==> src/rtl/bsch_pkg.sv <==
package bsch_pkg;

   typedef enum logic [1:0] {
      ST_DOWN = 2'd0,
      ST_WAKE = 2'd1,
      ST_ARM  = 2'd2,
      ST_RUN  = 2'd3
   } bsch_state_e;

   function automatic int burst_cycles(input int bits, input int cyc_per_bit);
      return bits * cyc_per_bit;
   endfunction

   function automatic int cnt_width(input int max_value);
      return (max_value < 2) ? 1 : $clog2(max_value + 1);
   endfunction

endpackage

==> src/rtl/bsch_msi_edge.sv <==
module bsch_msi_edge #(
   parameter int SYNC_STAGES = 2
) (
   input  logic clk,
   input  logic rst_n,
   input  logic msi,
   output logic msi_rise
);

   logic msi_s;
   logic msi_prev_q;

   generate
      if (SYNC_STAGES == 0) begin : g_nosync
         assign msi_s = msi;
      end else begin : g_sync
         logic [SYNC_STAGES-1:0] sh_q;
         always_ff @(posedge clk or negedge rst_n) begin
            if (!rst_n) begin
               sh_q <= '0;
            end else begin
               sh_q[0] <= msi;
               for (int i = 1; i < SYNC_STAGES; i++) begin
                  sh_q[i] <= sh_q[i-1];
               end
            end
         end
         assign msi_s = sh_q[SYNC_STAGES-1];
      end
   endgenerate

   always_ff @(posedge clk or negedge rst_n) begin
      if (!rst_n) msi_prev_q <= 1'b0;
      else        msi_prev_q <= msi_s;
   end

   assign msi_rise = msi_s & ~msi_prev_q;

endmodule

==> src/rtl/bsch_wake_cnt.sv <==
module bsch_wake_cnt #(
   parameter int WAKE_EDGES = 3
) (
   input  logic clk,
   input  logic rst_n,
   input  logic clr,
   input  logic inc,
   output logic full
);
   import bsch_pkg::*;

   localparam int CW = cnt_width(WAKE_EDGES);
   localparam logic [CW-1:0] LIMIT = CW'(WAKE_EDGES);

   logic [CW-1:0] cnt_q;

   assign full = (cnt_q == LIMIT);

   always_ff @(posedge clk or negedge rst_n) begin
      if (!rst_n) begin
         cnt_q <= '0;
      end else if (clr) begin
         cnt_q <= '0;
      end else if (inc && !full) begin
         cnt_q <= cnt_q + 1'b1;
      end
   end

endmodule

==> src/rtl/bsch_burst_tmr.sv <==
module bsch_burst_tmr #(
   parameter int SHORT_BITS  = 10,
   parameter int LONG_BITS   = 20,
   parameter int CYC_PER_BIT = 2
) (
   input  logic clk,
   input  logic rst_n,
   input  logic launch,
   input  logic mode_long,
   output logic active,
   output logic bit_stb,
   output logic long_fmt
);
   import bsch_pkg::*;

   localparam int LEN_S = burst_cycles(SHORT_BITS, CYC_PER_BIT);
   localparam int LEN_L = burst_cycles(LONG_BITS, CYC_PER_BIT);
   localparam int TW    = cnt_width(LEN_L);
   localparam logic [TW-1:0] LOAD_S = TW'(LEN_S - 1);
   localparam logic [TW-1:0] LOAD_L = TW'(LEN_L - 1);

   logic [TW-1:0] cnt_q;
   logic          act_q;
   logic          long_q;

   always_ff @(posedge clk or negedge rst_n) begin
      if (!rst_n) begin
         cnt_q  <= '0;
         act_q  <= 1'b0;
         long_q <= 1'b0;
      end else if (launch) begin
         cnt_q  <= mode_long ? LOAD_L : LOAD_S;
         act_q  <= 1'b1;
         long_q <= mode_long;
      end else if (act_q) begin
         if (cnt_q == '0) act_q <= 1'b0;
         else             cnt_q <= cnt_q - 1'b1;
      end
   end

   generate
      if (CYC_PER_BIT == 1) begin : g_stb_every
         assign bit_stb = act_q;
      end else begin : g_stb_phase
         localparam int PW = $clog2(CYC_PER_BIT);
         localparam logic [PW-1:0] PH_LAST = PW'(CYC_PER_BIT - 1);
         logic [PW-1:0] ph_q;
         always_ff @(posedge clk or negedge rst_n) begin
            if (!rst_n) begin
               ph_q <= '0;
            end else if (launch) begin
               ph_q <= '0;
            end else if (act_q) begin
               ph_q <= (ph_q == PH_LAST) ? '0 : ph_q + 1'b1;
            end
         end
         assign bit_stb = act_q && (ph_q == '0);
      end
   endgenerate

   assign active   = act_q;
   assign long_fmt = long_q;

endmodule

==> src/rtl/burst_sched.sv <==
module burst_sched #(
   parameter int SHORT_BITS  = 10,
   parameter int LONG_BITS   = 20,
   parameter int CYC_PER_BIT = 2,
   parameter int WAKE_EDGES  = 3,
   parameter int SYNC_STAGES = 2
) (
   input  logic clk,
   input  logic rst_n,
   input  logic pd_n,
   input  logic msi,
   input  logic rx_done,
   input  logic mode_long,
   output logic tx_start,
   output logic tx_active,
   output logic tx_bit_stb,
   output logic tx_long,
   output logic low_power
);
   import bsch_pkg::*;

   generate
      if (SHORT_BITS < 1 || LONG_BITS < SHORT_BITS || CYC_PER_BIT < 1 ||
          WAKE_EDGES < 1 || SYNC_STAGES < 0) begin : g_bad_cfg
         $error("burst_sched: illegal parameter set");
      end
   endgenerate

   bsch_state_e st_q, st_d;
   logic        msi_rise;
   logic        wake_full;
   logic        wake_clr;
   logic        wake_inc;
   logic        launch;
   logic        start_q;

   bsch_msi_edge #(.SYNC_STAGES(SYNC_STAGES)) u_edge (
      .clk      (clk),
      .rst_n    (rst_n),
      .msi      (msi),
      .msi_rise (msi_rise)
   );

   assign wake_clr = !pd_n || (st_q != ST_WAKE);
   assign wake_inc = msi_rise && (st_q == ST_WAKE);

   bsch_wake_cnt #(.WAKE_EDGES(WAKE_EDGES)) u_wake (
      .clk   (clk),
      .rst_n (rst_n),
      .clr   (wake_clr),
      .inc   (wake_inc),
      .full  (wake_full)
   );

   always_comb begin
      st_d   = st_q;
      launch = 1'b0;
      if (!pd_n) begin
         st_d = ST_DOWN;
      end else begin
         case (st_q)
            ST_DOWN: st_d = ST_WAKE;
            ST_WAKE: if (rx_done || wake_full) st_d = ST_ARM;
            ST_ARM: if (msi_rise) begin
               launch = !tx_active;
               st_d   = ST_RUN;
            end
            ST_RUN:  launch = msi_rise && !tx_active;
            default: st_d = ST_DOWN;
         endcase
      end
   end

   always_ff @(posedge clk or negedge rst_n) begin
      if (!rst_n) begin
         st_q    <= ST_DOWN;
         start_q <= 1'b0;
      end else begin
         st_q    <= st_d;
         start_q <= launch;
      end
   end

   bsch_burst_tmr #(
      .SHORT_BITS  (SHORT_BITS),
      .LONG_BITS   (LONG_BITS),
      .CYC_PER_BIT (CYC_PER_BIT)
   ) u_tmr (
      .clk       (clk),
      .rst_n     (rst_n),
      .launch    (launch),
      .mode_long (mode_long),
      .active    (tx_active),
      .bit_stb   (tx_bit_stb),
      .long_fmt  (tx_long)
   );

   assign tx_start  = start_q;
   assign low_power = (st_q == ST_DOWN);

endmodule

==> config.mk <==
export PLATFORM = sky130hd
export DESIGN_NAME = burst_sched
export DESIGN_NICKNAME = d
export VERILOG_FILES = /design/src/rtl/bsch_pkg.sv /design/src/rtl/bsch_msi_edge.sv /design/src/rtl/bsch_wake_cnt.sv /design/src/rtl/bsch_burst_tmr.sv /design/src/rtl/burst_sched.sv
export SDC_FILE = /design/constraint.sdc
export NUM_CORES = 1
export LEC_CHECK = 0
export ABC_CLOCK_PERIOD_IN_PS = 1800
export BUFFER_PORTS_ARGS = -buffer_cell sky130_fd_sc_hd__buf_4
export CAP_MARGIN = 20
export CORE_MARGIN = 2
export CORE_UTILIZATION = 49
export DETAILED_ROUTE_END_ITERATION = 10
export GPL_TIMING_DRIVEN = 0
export HOLD_SLACK_MARGIN = 0.15
export PLACE_DENSITY = 0.72
export SLEW_MARGIN = 20
export SYNTH_ARGS = -nofsm -noshare
export SYNTH_HDL_FRONTEND = slang
export SYNTH_SLANG_ARGS = --single-unit
==> constraint.sdc <==
create_clock -name clk -period 1.8 [get_ports clk]
set_input_delay 0.45 -clock clk [delete_from_list [all_inputs] [get_ports clk]]
set_output_delay 0.45 -clock clk [all_outputs]
set_load 0.01 [all_outputs]
==> results by stage, run 1 <==
Setup path:
- In this run the worst setup path begins at st_q[0].
- The cell count along the critical path is 6.
- The critical path's largest stage delay is 510 ps.
- Traced cell by cell, the critical path runs through inv_2 > ha_2 > nor2_1 > or4b_1 > buf_6 > mux2_4.
- The number of cells on the worst reg-to-reg path is 6.
- The required time of the worst setup path is 1980 ps.
- The top fanout value on the critical path is 10.
- The highest-delay cell along the critical path is sky130_fd_sc_hd__or4b_1.
- Data arrives at the worst endpoint at 1940 ps.
- The kind of cell with the highest combined delay along the critical path is simple AND/OR/NAND/NOR gates.
- The slack of the worst reg-to-reg path is 40 ps.
- The start-to-end type of the worst setup path is flip-flop to flip-flop.
- The startpoint of the worst register-to-register path is st_q[0].
- The number of buffers and inverters on the critical path is 2.
- In this run the critical register-to-register path is captured at u_tmr.long_fmt.
- STA classifies the critical path startpoint as a flip-flop.
- The endpoint kind of the worst setup timing path is a flip-flop.

Synthesis:
- The synthesized netlist occupies a cell area of 845 um2.
- When the netlist entered floorplanning its net count stood at 91.
- The per-instance average area after synthesis is 10.8 um2.
- The count of yosys warnings during synthesis is 0.
- The unique cell type count in the Yosys netlist is 28.
- Counting flops and latches in the post-synthesis netlist gives 17.
- The post-synthesis cell type with the largest combined area is sky130_fd_sc_hd__dfrtp_1.
- In the synthesized netlist the dominant register cell turns out to be sky130_fd_sc_hd__dfrtp_1.
- Of all flip-flops after synthesis, the portion carrying an async set or reset was 100%.
- Sorting the synthesized cells by area gives the leading types as sky130_fd_sc_hd__dfrtp_1 (50%), sky130_fd_sc_hd__ha_1 (10%), sky130_fd_sc_hd__nor2_1 (4.4%), sky130_fd_sc_hd__nand2_1 (3.6%), sky130_fd_sc_hd__xnor2_1 (3.1%).
- Counting every instance in the synthesized netlist gives 78.
- Sequential cells were found to cover 50.4% of the synthesized design area.
- The share of synthesized area in the top cell type comes to 50.4%.
- The count of flip-flops with a built-in enable after synthesis is 0.

Clock tree:
- TritonCTS created 3 clock buffers.
- TritonCTS built the clock tree.
- The clock transition at the registers of the reported paths is 110 ps.
- The total number of H-tree levels is 1.
- The buffer levels on the longest clock path is 2.
- The TritonCTS sink count is 17.
- The clock latency on the worst-skew pair is 280 ps.
- The tree is rooted in a sky130_fd_sc_hd__clkbuf_4.

Pwr:
- The internal portion of the total power is 0.947 mW.
- In this run, flip-flops and latches consume 43.4% of the power.
- In this run, the combinational gates consume 43.2% of the power.
- Net switching is 38.6% of the power.
- Of the total power, the clock network draws 13.3%.
- The worst-case IR drop observed on VDD is 860 uV.
- For this design the ratio of total power to cell area is 1520 mW/mm2.
- The leakage power is 0.500 nW.
- The analysis attributes to net switching a power of 0.594 mW.

GRT:
- The wire length of the first global-routing pass is 2300 um.
- Global routing finished with a remaining overflow of 0.
- The global routing usage summed across all routing layers is 15.1%.
- The initial antenna violation count came to 0.
- The maximum number of pins on one net before global-route repair is 18.
- The via count of the first global-routing pass is 548.

Route:
- After detailed routing, the total wire length is 1460 um.
- In the final routed layout, each cell accounts on average for 13.1 um.
- In the final routing, the length of wire on met1 measures 687 um.
- In this run the remaining antenna-violating nets after routing total 0.
- The first-iteration detailed-routing DRC count is 8.
- The pre-antenna-repair detailed-routing pass consisted of 4 iterations.
- The via density per instance is 5.55.
- The sum of met3 wire segment lengths after detailed routing is 56 um.
- The number of design rule violations left after detail routing is 0.
- The routed design uses 702 um of met2 wire.
- Routed signal wires occupy layers up through met4.
- The via count is 616.

Outcome:
- The run finished with clean final reports.

Floorplan:
- In this run the count of I/O pins placed on the die edge is 11.
- The die covers 0.00207 mm2.
- The starting density of the core is 54.2%.
- The number of core rows is 14.
- The vertical die dimension is 45.5 um.
- The die outline width is 45.5 um.
- The placeable core region is 0.00156 mm2.

Timing:
- After layout, the worst path uses 97.8% of the clock period.
- The final-layout setup total negative slack is 0 ps.
- Static timing analysis puts the maximum clock frequency at 0.568 GHz.
- After layout, the minimum clock period comes to 1760 ps.
- At the pin with the least slew margin, the transition time is 396 ps.
- The final count of pins violating max slew is 0.
- Setup violations remaining at the end of the flow were counted as 0.
- In this run the tightest slew margin relative to its limit is 73.5%.
- For the final database, setup skew stands at 5.51 ps.
- The final hold violation count was 0.

Hold path:
- The hold-critical path endpoint is u_edge.g_sync.sh_q[0].
- The path class of the tightest hold or removal check is input pin to flip-flop.
- The startpoint identified for the worst hold timing path is msi.
- The worst hold path depth is 1.

Finish:
- The antenna cell count is 0.
- The library cells used most frequently in the layout, excluding fill and tap cells, are sky130_fd_sc_hd__dfrtp_1 (17), sky130_fd_sc_hd__buf_4 (12), sky130_fd_sc_hd__nor2_1 (10), sky130_fd_sc_hd__nand2_1 (8), sky130_fd_sc_hd__ha_1 (6).
- Of the cells placed in the final design, the portion with a size suffix greater than 1 is 23.2%.
- The share of the core filled with cells is 64.9%.
- Leaving out fill and tap cells, the most frequent cell in the layout is sky130_fd_sc_hd__dfrtp_1.
- The area growth from synthesis to layout is 19.9%.
- The number of nets in the finished design is 109.

Place:
- Buffers placed on the I/O ports in this run total 10.
- At the end of routability-driven placement, the weighted congestion stood at 0.786.
- The estimated wirelength of the detail-placed design is 1040 um.

Job:
- The tool flagged a number of max-cap violations equal to 0.
==> cell usage after synthesis, types with 2 or more instances <==
| library cell | n |
|---|---|
| sky130_fd_sc_hd__a21oi_1 | 3 |
| sky130_fd_sc_hd__dfrtp_1 | 17 |
| sky130_fd_sc_hd__ha_1 | 7 |
| sky130_fd_sc_hd__inv_1 | 5 |
| sky130_fd_sc_hd__mux2i_1 | 2 |
| sky130_fd_sc_hd__nand2_1 | 8 |
| sky130_fd_sc_hd__nand4_1 | 2 |
| sky130_fd_sc_hd__nor2_1 | 10 |
| sky130_fd_sc_hd__nor2b_1 | 2 |
| sky130_fd_sc_hd__o21a_1 | 2 |
| sky130_fd_sc_hd__xnor2_1 | 3 |
==> metal layers <==
layer  up-vias  global-route usage (%)
met5         -                       0
met4         0                    3.53
met3         2                    3.97
met2        13                    24.5
met1       297                    19.9
li1        304                       -
==> registers in the layout, summed over array words and instances, names as in the netlist <==
signal	cells
u_tmr.cnt_q	6
tx_start	1
u_tmr.long_fmt	1
u_wake.cnt_q	2
u_edge.msi_prev_q	1
u_edge.g_sync.sh_q	2
st_q	2
u_tmr.active	1
u_tmr.g_stb_phase.ph_q	1
==> power by group through the flow <==
stage / Clock [mW] / Sequential [mW] / Combinational (mW)
5_1_grt: 0.219 / 0.692 / 0.751
3_3_place_gp: 0 / 0.659 / 0.591
6_report: 0.206 / 0.669 / 0.666
2_1_floorplan: 0 / 0.643 / 0.444
3_5_place_dp: 0 / 0.667 / 0.609
4_1_cts: 0.210 / 0.652 / 0.650
==> layout make-up <==
| class | count | area [um2] |
|---|---|---|
| plain buffers | 1 | 11.3 |
| fillers | 130 | 547 |
| repair buffers | 13 | 100 |
| clock buffers | 3 | 22.5 |
| clock inverters | 1 | 5.00 |
| well taps | 16 | 20.0 |
| multi-input cells | 55 | 409 |
| inverters | 5 | 18.8 |
| flip-flops and latches | 17 | 425 |
==> worst reg2reg max path, delay by kind of cell (launching register included) <==
kind	cells	cell delay [ps]
simple gates	2	550
flops	1	410
mux	1	290
buf+inv	2	230
fa+ha+maj	1	180
==> worst max-delay path by stage <==
| stage | end | slack [ps] |
|---|---|---|
| after global placement | u_tmr.long_fmt | -10 |
| after detailed placement | u_tmr.long_fmt | -20 |
| final | u_tmr.long_fmt | 40 |
| after global routing | u_tmr.long_fmt | -6 |
| after CTS | u_tmr.long_fmt | 30 |
| after floorplan | u_tmr.long_fmt | 60 |
==> through the flow <==
step | setup slack [ps] | power, mW | std cells | hold slack, ps | area [um2]
finish | 39.6 | 1.54 | 111 | 268 | 1010
global route | -5.56 | 1.66 | 111 | 248 | 1010
CTS | 34.1 | 1.51 | 111 | 258 | 995
detailed placement | -23.6 | 1.28 | 104 | 325 | 940
global placement | -11.0 | 1.25 | 104 | 323 | 940
floorplan | 60.0 | 1.09 | 78 | 154 | 845
==> cell families (layout without fill, tap and decap cells) <==
family,Yosys count,in the layout,synth area share [%]
simple gates,28,28,16.6
buf+inv,6,23,2.81
flops,17,17,50.4
fa+ha+maj,7,7,10.4
xor+xnor,4,4,4.15
compound gates,13,13,11.6
mux,3,3,4.15
==> repair_timing <==
action | in CTS | in global routing
endpoints found under the hold margin | 17 | 0
hold buffers | 1 | 0
resized for setup | 1 | 4
setup endpoints to repair | 1 | 2
setup buffers | 2 | 0
No activity file was read; power rests on OpenSTA's default activity.
==> run 2: changes to the inputs <==
--- a/config.mk
+++ b/config.mk
@@ -8,7 +8,6 @@
 export ABC_CLOCK_PERIOD_IN_PS = 1800
 export BUFFER_PORTS_ARGS = -buffer_cell sky130_fd_sc_hd__buf_4
 export CAP_MARGIN = 20
-export CORE_MARGIN = 2
 export CORE_UTILIZATION = 49
 export DETAILED_ROUTE_END_ITERATION = 10
 export GPL_TIMING_DRIVEN = 0
==> run 2 against run 1 <==
  * The flow now finishes with violations (DRC)
  * Wire length is 4.9% lower
  * Sequential share of layout area is 0.56 points lower
  * Non-clock buffer count increased by 2
  * Final cell count rose by 1.8%
  * Clock power shrank 4%
  * Utilization grew 0.88 points
  * Die area shrank 8.6%
  * Largest cell class unchanged
  * Highest routed layer is now met3
==> results by stage, run 2 (same netlist as run 1, synthesis figures left out) <==
Pwr:
- The fraction of power spent switching nets is 37.9% (was 38.6%).
- The clock network power share is 12.9% (was 13.3%).
- The cell-internal power is 0.951 mW (was 0.947 mW).
- The areal power density over the cells is 1490 mW/mm2 (was 1520 mW/mm2).
- The combinational fraction of design power is 43.3% (was 43.2%).
- The worst voltage drop across the vdd grid was 755 uV (was 860 uV).
- The sequential share of power came to 43.7% (was 43.4%).
- The leakage power is 0.505 nW (was 0.500 nW).
- The net load switching power is 0.580 mW (was 0.594 mW).

Route:
- The via count came to 601 (was 616).
- The post-detailed-route wirelength per cell is 12.2 um (was 13.1 um).
- The via density per instance is 5.32 (was 5.55).
- The first-iteration detailed-routing DRC count is 13 (was 8).
- The number of iterations in the first detailed-routing pass is 6 (was 4).
- The post-route antenna net violation count was 0 (unchanged).
- The number of design rule violations left after detail routing is 4 (was 0).
- The aggregate routed wire length is 1380 um (was 1460 um).

Clock tree:
- The clock buffer count from CTS is 3 (unchanged).
- The clock latency on the worst-skew pair came to 280 ps (about the same).
- The buffer levels on the longest clock path is 2 (unchanged).
- The root buffer selected by CTS is sky130_fd_sc_hd__clkbuf_4 (unchanged).
- The clock tree from TritonCTS is yes (unchanged).
- The clock transition at the registers of the reported paths was 90 ps (was 110 ps).
- The TritonCTS sink count is 17 (unchanged).
- The total number of H-tree levels is 1 (unchanged).

Setup path:
- The endpoint kind of the worst setup timing path is a flip-flop (unchanged).
- The number of buffers and inverters on the critical path was 2 (unchanged).
- The required time of the worst setup path is 1970 ps (was 1980 ps).
- The highest-delay cell along the critical path is sky130_fd_sc_hd__or4b_1 (unchanged).
- The length in cells of the worst reg-to-reg path is 6 (unchanged).
- The worst setup path startpoint is st_q[0] (unchanged).
- The worst endpoint data arrival time is 1920 ps (was 1940 ps).
- The endpoint of the lowest-slack register-to-register path is u_tmr.long_fmt (unchanged).
- The launching element type of the critical path is a flip-flop (unchanged).
- The slack of the worst reg-to-reg path was 50 ps (was 40 ps).
- The cell family with the largest share of critical-path delay is simple AND/OR/NAND/NOR gates (unchanged).
- The start-to-end type of the worst setup path is flip-flop to flip-flop (unchanged).
- The startpoint of the worst register-to-register path is st_q[0] (unchanged).
- The critical path's largest stage delay came to 510 ps (about the same).
- The top fanout value on the critical path was 8 (was 10).
- Cells along the critical path: inv_2 > ha_2 > nor2_1 > or4b_1 > buf_6 > mux2_4 (unchanged).

Job:
- The count of maximum capacitance violations is 0 (unchanged).

Finish:
- The non-filler instance count after layout is 113 (was 111).
- The commonest non-fill, non-tap cell in the layout is sky130_fd_sc_hd__dfrtp_1 (unchanged).
- The register with the highest flop count is u_tmr.cnt_q (unchanged).
- The number of flip-flops in the largest register was 6 (unchanged).
- The area growth from synthesis to layout is 21.5% (was 19.9%).
- The final design instance area without fill came to 0.00103 mm2 (was 0.00101 mm2).
- Commonest non-fill, non-tap cells in the layout: sky130_fd_sc_hd__dfrtp_1 (17), sky130_fd_sc_hd__buf_4 (14), sky130_fd_sc_hd__nor2_1 (10), sky130_fd_sc_hd__nand2_1 (8), sky130_fd_sc_hd__ha_1 (6) (was sky130_fd_sc_hd__dfrtp_1 (17), sky130_fd_sc_hd__buf_4 (12), sky130_fd_sc_hd__nor2_1 (10), sky130_fd_sc_hd__nand2_1 (8), sky130_fd_sc_hd__ha_1 (6)).
- The number of nets in the finished design is 111 (was 109).
- The share of the core filled with cells was 65.8% (was 64.9%).
- The fraction of layout cells with a size suffix above 1 came to 23.7% (was 23.2%).
- The antenna cell count was 0 (unchanged).

Timing:
- The transition time at the pin with the least slew margin was 400 ps (was 396 ps).
- The final hold violation count is 0 (unchanged).
- The highest achievable clock rate is 0.572 GHz (was 0.568 GHz).
- The worst-case headroom to the max-slew limit is 73.3% (was 73.5%).
- The final count of pins violating max slew was 0 (unchanged).
- The least setup slack across all paths after layout is 52.2 ps (was 39.6 ps).
- The worst clock skew is 0.994 ps (was 5.51 ps).
- The setup violation total in the final timing report is 0 (unchanged).
- The final critical path time including I/O delays and setup came to 1750 ps (was 1760 ps).
- The final worst-path cycle share is 97.1% (was 97.8%).

Place:
- The final RePlAce weighted congestion is 0.766 (was 0.786).
- The cell area after placement is 940 um2 (unchanged).
- The pre-CTS setup slack came to -18.8 ps (was -23.6 ps).
- The estimated wirelength of the detail-placed design is 1010 um (was 1040 um).
- The quantity of I/O buffers inserted on ports is 10 (unchanged).
- The post-placement cell count was 104 (unchanged).

Floorplan:
- The number of core rows came to 14 (unchanged).
- The placeable core region is 0.00156 mm2 (unchanged).
- The vertical die dimension is 43.5 um (was 45.5 um).
- The die outline width is 43.5 um (was 45.5 um).
- The count of boundary I/O pins was 11 (unchanged).
- The area enclosed by the die boundary was 0.00189 mm2 (was 0.00207 mm2).
- The starting density of the core was 54.2% (unchanged).

Hold path:
- The beginning of the worst hold path is msi (unchanged).
- The worst hold path depth is 1 (unchanged).
- The type of the most critical hold path is input pin to flip-flop (unchanged).
- The hold-critical path endpoint is u_edge.g_sync.sh_q[0] (unchanged).

GRT:
- The initial antenna violation count is 0 (unchanged).
- The global routing usage summed across all routing layers is 17.2% (was 15.1%).
- The total global routing overflow is 0 (unchanged).
- The wire length of the first global-routing pass is 2360 um (was 2300 um).
- The maximum number of pins on one net before global-route repair is 18 (unchanged).
- The via count of the first global-routing pass is 549 (was 548).

Outcome:
- Result of the run: finished with violations (was finished clean).
- The checks that failed: DRC.
run 2: worst max-delay path by stage:
stage / depth (start not counted) / end / slack [ps]
2_1_floorplan: 6 / u_tmr.long_fmt / 60
3_3_place_gp: 6 / u_tmr.long_fmt / -10
3_5_place_dp: 6 / u_tmr.long_fmt / -20
4_1_cts: 6 / u_tmr.long_fmt / 30
5_1_grt: 6 / u_tmr.long_fmt / -6
6_report: 6 / u_tmr.long_fmt / 50
run 2: timing repair:
item,4_1_cts,5_1_grt
setup endpoints to repair,1,3
setup buffers,2,2
endpoints found under the hold margin,17,0
resized for setup,1,4
hold buffers,1,0
run 2: metrics by stage:
step / total power [mW] / TNS (ps) / hold WS, ps
finish: 1.53 / 0 / 270
global route: 1.66 / -6.40 / 245
CTS: 1.51 / 0 / 262
detailed placement: 1.28 / -18.8 / 325
global placement: 1.25 / -10.9 / 323
floorplan: 1.09 / 0 / 154
run 2: area by class of cell:
| class | instances | area (um2) |
|---|---|---|
| Clock buffer | 4 | 26.3 |
| Buffer | 1 | 11.3 |
| Timing Repair Buffer | 15 | 115 |
| Fill cell | 127 | 533 |
| Multi-Input combinational cell | 55 | 409 |
| Tap cell | 16 | 20.0 |
| Sequential cell | 17 | 425 |
| Inverter | 5 | 18.8 |
run 2: layer usage:
metal / global-route usage (%) / up-vias / part of all wire (%)
met2: 27.6 / 11 / 47
met1: 21.0 / 279 / 49
met5: 0 / - / 0
met3: 7.08 / 0 / 4.3
met4: 6.25 / 0 / 0
li1: - / 311 / -
run 2: worst register-to-register path: cells and delay by family, from the launching register on:
family | cells | cell delay [ps]
multiplexers | 1 | 290
AND/OR/NAND/NOR | 2 | 550
flip-flops | 1 | 410
buffers and inverters | 2 | 230
adder cells (fa/ha/maj) | 1 | 180
run 2: power groups by stage:
stage | Combinational, mW | Sequential, mW | Clock (mW)
global route | 0.743 | 0.692 | 0.220
detailed placement | 0.610 | 0.666 | 0
global placement | 0.591 | 0.657 | 0
finish | 0.663 | 0.669 | 0.198
floorplan | 0.444 | 0.643 | 0
CTS | 0.654 | 0.652 | 0.204
==> run 3: changes to the inputs <==
--- a/config.mk
+++ b/config.mk
@@ -8,6 +8,7 @@
 export ABC_CLOCK_PERIOD_IN_PS = 1800
 export BUFFER_PORTS_ARGS = -buffer_cell sky130_fd_sc_hd__buf_4
 export CAP_MARGIN = 20
+export CORE_ASPECT_RATIO = 0.9
 export CORE_UTILIZATION = 49
 export DETAILED_ROUTE_END_ITERATION = 10
 export GPL_TIMING_DRIVEN = 0
==> run 3 against run 2 <==
  * The run now ends clean
  * Global-route usage grew 2.2 points
  * Combinational power up 2%
  * Worst hold slack got worse by 2.5 ps
  * Register-to-register slack is essentially flat
  * Sequential power barely moved
  * Non-clock buffer count is 2 lower
==> results by stage, run 3 (same netlist as run 1, synthesis figures left out) <==
Hold path:
- The type of the most critical hold path is input pin to flip-flop (unchanged).
- The beginning of the worst hold path is msi (unchanged).

Finish:
- The area occupied by registers is 425 um2 (unchanged).
- The antenna cell count came to 0 (unchanged).
- Commonest non-fill, non-tap cells in the layout: sky130_fd_sc_hd__dfrtp_1 (17), sky130_fd_sc_hd__buf_4 (12), sky130_fd_sc_hd__nor2_1 (10), sky130_fd_sc_hd__nand2_1 (8), sky130_fd_sc_hd__ha_1 (6) (was sky130_fd_sc_hd__dfrtp_1 (17), sky130_fd_sc_hd__buf_4 (14), sky130_fd_sc_hd__nor2_1 (10), sky130_fd_sc_hd__nand2_1 (8), sky130_fd_sc_hd__ha_1 (6)).
- The area growth from synthesis to layout is 20.6% (was 21.5%).
- The number of nets in the finished design is 109 (was 111).
- The fraction of layout cells with a size suffix above 1 is 22.1% (was 23.7%).
- The count of fill cells added during filler insertion came to 137 (was 127).
- The number of flip-flops in the largest register was 6 (unchanged).
- The final design instance area without fill is 0.00102 mm2 (was 0.00103 mm2).
- The register with the highest flop count is u_tmr.cnt_q (unchanged).
- The total area of multi-input combinational cells is 409 um2 (unchanged).
- The commonest non-fill, non-tap cell in the layout is sky130_fd_sc_hd__dfrtp_1 (unchanged).

Route:
- The first-iteration detailed-routing DRC count is 12 (was 13).
- The via density per instance is 5.28 (was 5.32).
- The number of iterations in the first detailed-routing pass came to 4 (was 6).
- The post-route antenna net violation count came to 0 (unchanged).
- The via count is 618 (was 601).
- The number of design rule violations left after detail routing is 0 (was 4).
- The aggregate routed wire length is 1580 um (was 1380 um).
- The post-detailed-route wirelength per cell came to 13.5 um (was 12.2 um).

Floorplan:
- The die outline width is 45.8 um (was 43.5 um).
- The vertical die dimension is 41.4 um (was 43.5 um).
- The area enclosed by the die boundary was 0.00189 mm2 (about the same).
- The starting density of the core was 55.2% (was 54.2%).
- The count of boundary I/O pins is 11 (unchanged).
- The number of core rows came to 13 (was 14).
- The placeable core region is 0.00153 mm2 (was 0.00156 mm2).

GRT:
- The global routing usage summed across all routing layers came to 19.5% (was 17.2%).
- The total global routing overflow is 0 (unchanged).
- The wire length of the first global-routing pass is 2370 um (was 2360 um).
- The via count of the first global-routing pass is 537 (was 549).
- The maximum number of pins on one net before global-route repair came to 18 (unchanged).
- The initial antenna violation count is 0 (unchanged).

Job:
- The count of maximum capacitance violations came to 0 (unchanged).

Timing:
- The worst clock skew was 5.64 ps (was 0.994 ps).
- The setup violation total in the final timing report is 0 (unchanged).
- The transition time at the pin with the least slew margin is 420 ps (was 400 ps).
- The worst-case headroom to the max-slew limit is 71.9% (was 73.3%).
- The final count of pins violating max slew was 0 (unchanged).
- Setup repair after global routing could not meet its margin everywhere.
- The final hold violation count is 0 (unchanged).
- The highest achievable clock rate is 0.568 GHz (was 0.572 GHz).
- The final critical path time including I/O delays and setup is 1760 ps (was 1750 ps).
- The final worst-path cycle share was 97.8% (was 97.1%).

Setup path:
- The worst endpoint data arrival time is 1940 ps (was 1920 ps).
- The launching element type of the critical path is a flip-flop (unchanged).
- The endpoint kind of the worst setup timing path is a flip-flop (unchanged).
- The required time of the worst setup path is 1980 ps (was 1970 ps).
- The slack of the worst reg-to-reg path is 40 ps (was 50 ps).
- The start-to-end type of the worst setup path is flip-flop to flip-flop (unchanged).
- The startpoint of the worst register-to-register path is st_q[0] (unchanged).
- The worst setup path startpoint is st_q[0] (unchanged).
- The top fanout value on the critical path is 10 (was 8).

Clock tree:
- The clock latency on the worst-skew pair is 290 ps (was 280 ps).
- The clock transition at the registers of the reported paths is 90 ps (about the same).
- The clock tree from TritonCTS is yes (unchanged).
- The total number of H-tree levels is 1 (unchanged).
- The buffer levels on the longest clock path is 2 (unchanged).
- The clock buffer count from CTS came to 3 (unchanged).
- The TritonCTS sink count is 17 (unchanged).
- The root buffer selected by CTS is sky130_fd_sc_hd__clkbuf_4 (unchanged).

Outcome:
- Result of the run: finished clean (was finished with violations).

Place:
- The final RePlAce weighted congestion is 0.787 (was 0.766).
- The cell area after placement is 947 um2 (was 940 um2).
- The quantity of I/O buffers inserted on ports was 10 (unchanged).
- The estimated wirelength of the detail-placed design is 1120 um (was 1010 um).

Pwr:
- The leakage power is 0.497 nW (was 0.505 nW).
- The areal power density over the cells is 1520 mW/mm2 (was 1490 mW/mm2).
- The worst voltage drop across the vdd grid is 954 uV (was 755 uV).
- The total power of the final layout was 1.55 mW (was 1.53 mW).
-- run 3: changes by cell type in the layout (fill, tap and decap cells not counted) --
cell                    previous run  this run
sky130_fd_sc_hd__buf_4            14        12
-- run 3: path summary, 6_finish.rpt --
kind / end / cells past startpoint
max: u_tmr.long_fmt / 6
min: u_edge.g_sync.sh_q[0] / 1
max reg2reg: u_tmr.long_fmt / 6
min reg2reg: u_edge.g_sync.sh_q[1] / 0
max in group asynchronous: st_q[1] / 2
min in group asynchronous: u_tmr.cnt_q[3] / 2
-- run 3: layout make-up --
cell class                      instances  share of cell area [%]
Multi-Input combinational cell         55                    40.2
Timing Repair Buffer                   13                    9.83
Sequential cell                        17                    41.8
Inverter                                5                    1.84
Buffer                                  1                    1.11
Clock buffer                            4                    2.58
Tap cell                               22                    2.70
-- run 3: through the flow --
step	hold WS (ps)	cells	setup TNS [ps]	utilization [%]	worst slack, ps
floorplan	154	78	0	-	60.0
global placement	324	110	-7.05	61.9	-7.05
detailed placement	322	110	-43.7	61.9	-41.2
CTS	256	116	0	65.0	7.78
global route	246	117	-9.75	66.6	-5.48
finish	267	117	0	66.6	39.8
-- run 3: metal layers --
layer | track usage [%] | part of all wire [%] | up-vias
met5 | 0 | 0 | -
met1 | 23.4 | 42 | 303
li1 | - | - | 302
met4 | 9.56 | 0.76 | 0
met3 | 6.47 | 3.4 | 2
met2 | 32.1 | 54 | 11
-- run 3: what timing repair did --
action / CTS / global route
endpoints found under the setup margin: 2 / 6
gates cloned: 0 / 0
hold buffers: 1 / 0
resized for setup: 1 / 4
buffers inserted: 1 / 1
hold endpoints to repair: 17 / 0
pin swaps: 0 / 0
-- run 3: power by group --
part / total [mW] / switching, mW / leakage (nW) / internal (mW)
clock network: 0.197 / 0.111 / 0.0150 / 0.0862
logic: 0.678 / 0.331 / 0.273 / 0.348
registers: 0.671 / 0.160 / 0.209 / 0.511
-- run 3: worst max-delay path: stages, from the launching register on --
cell and delay (ps):
sky130_fd_sc_hd__dfrtp_1 400, sky130_fd_sc_hd__inv_2 70, sky130_fd_sc_hd__ha_2 180, sky130_fd_sc_hd__nor2_1 40, sky130_fd_sc_hd__or4b_1 510, sky130_fd_sc_hd__buf_6 160
sky130_fd_sc_hd__mux2_4 290
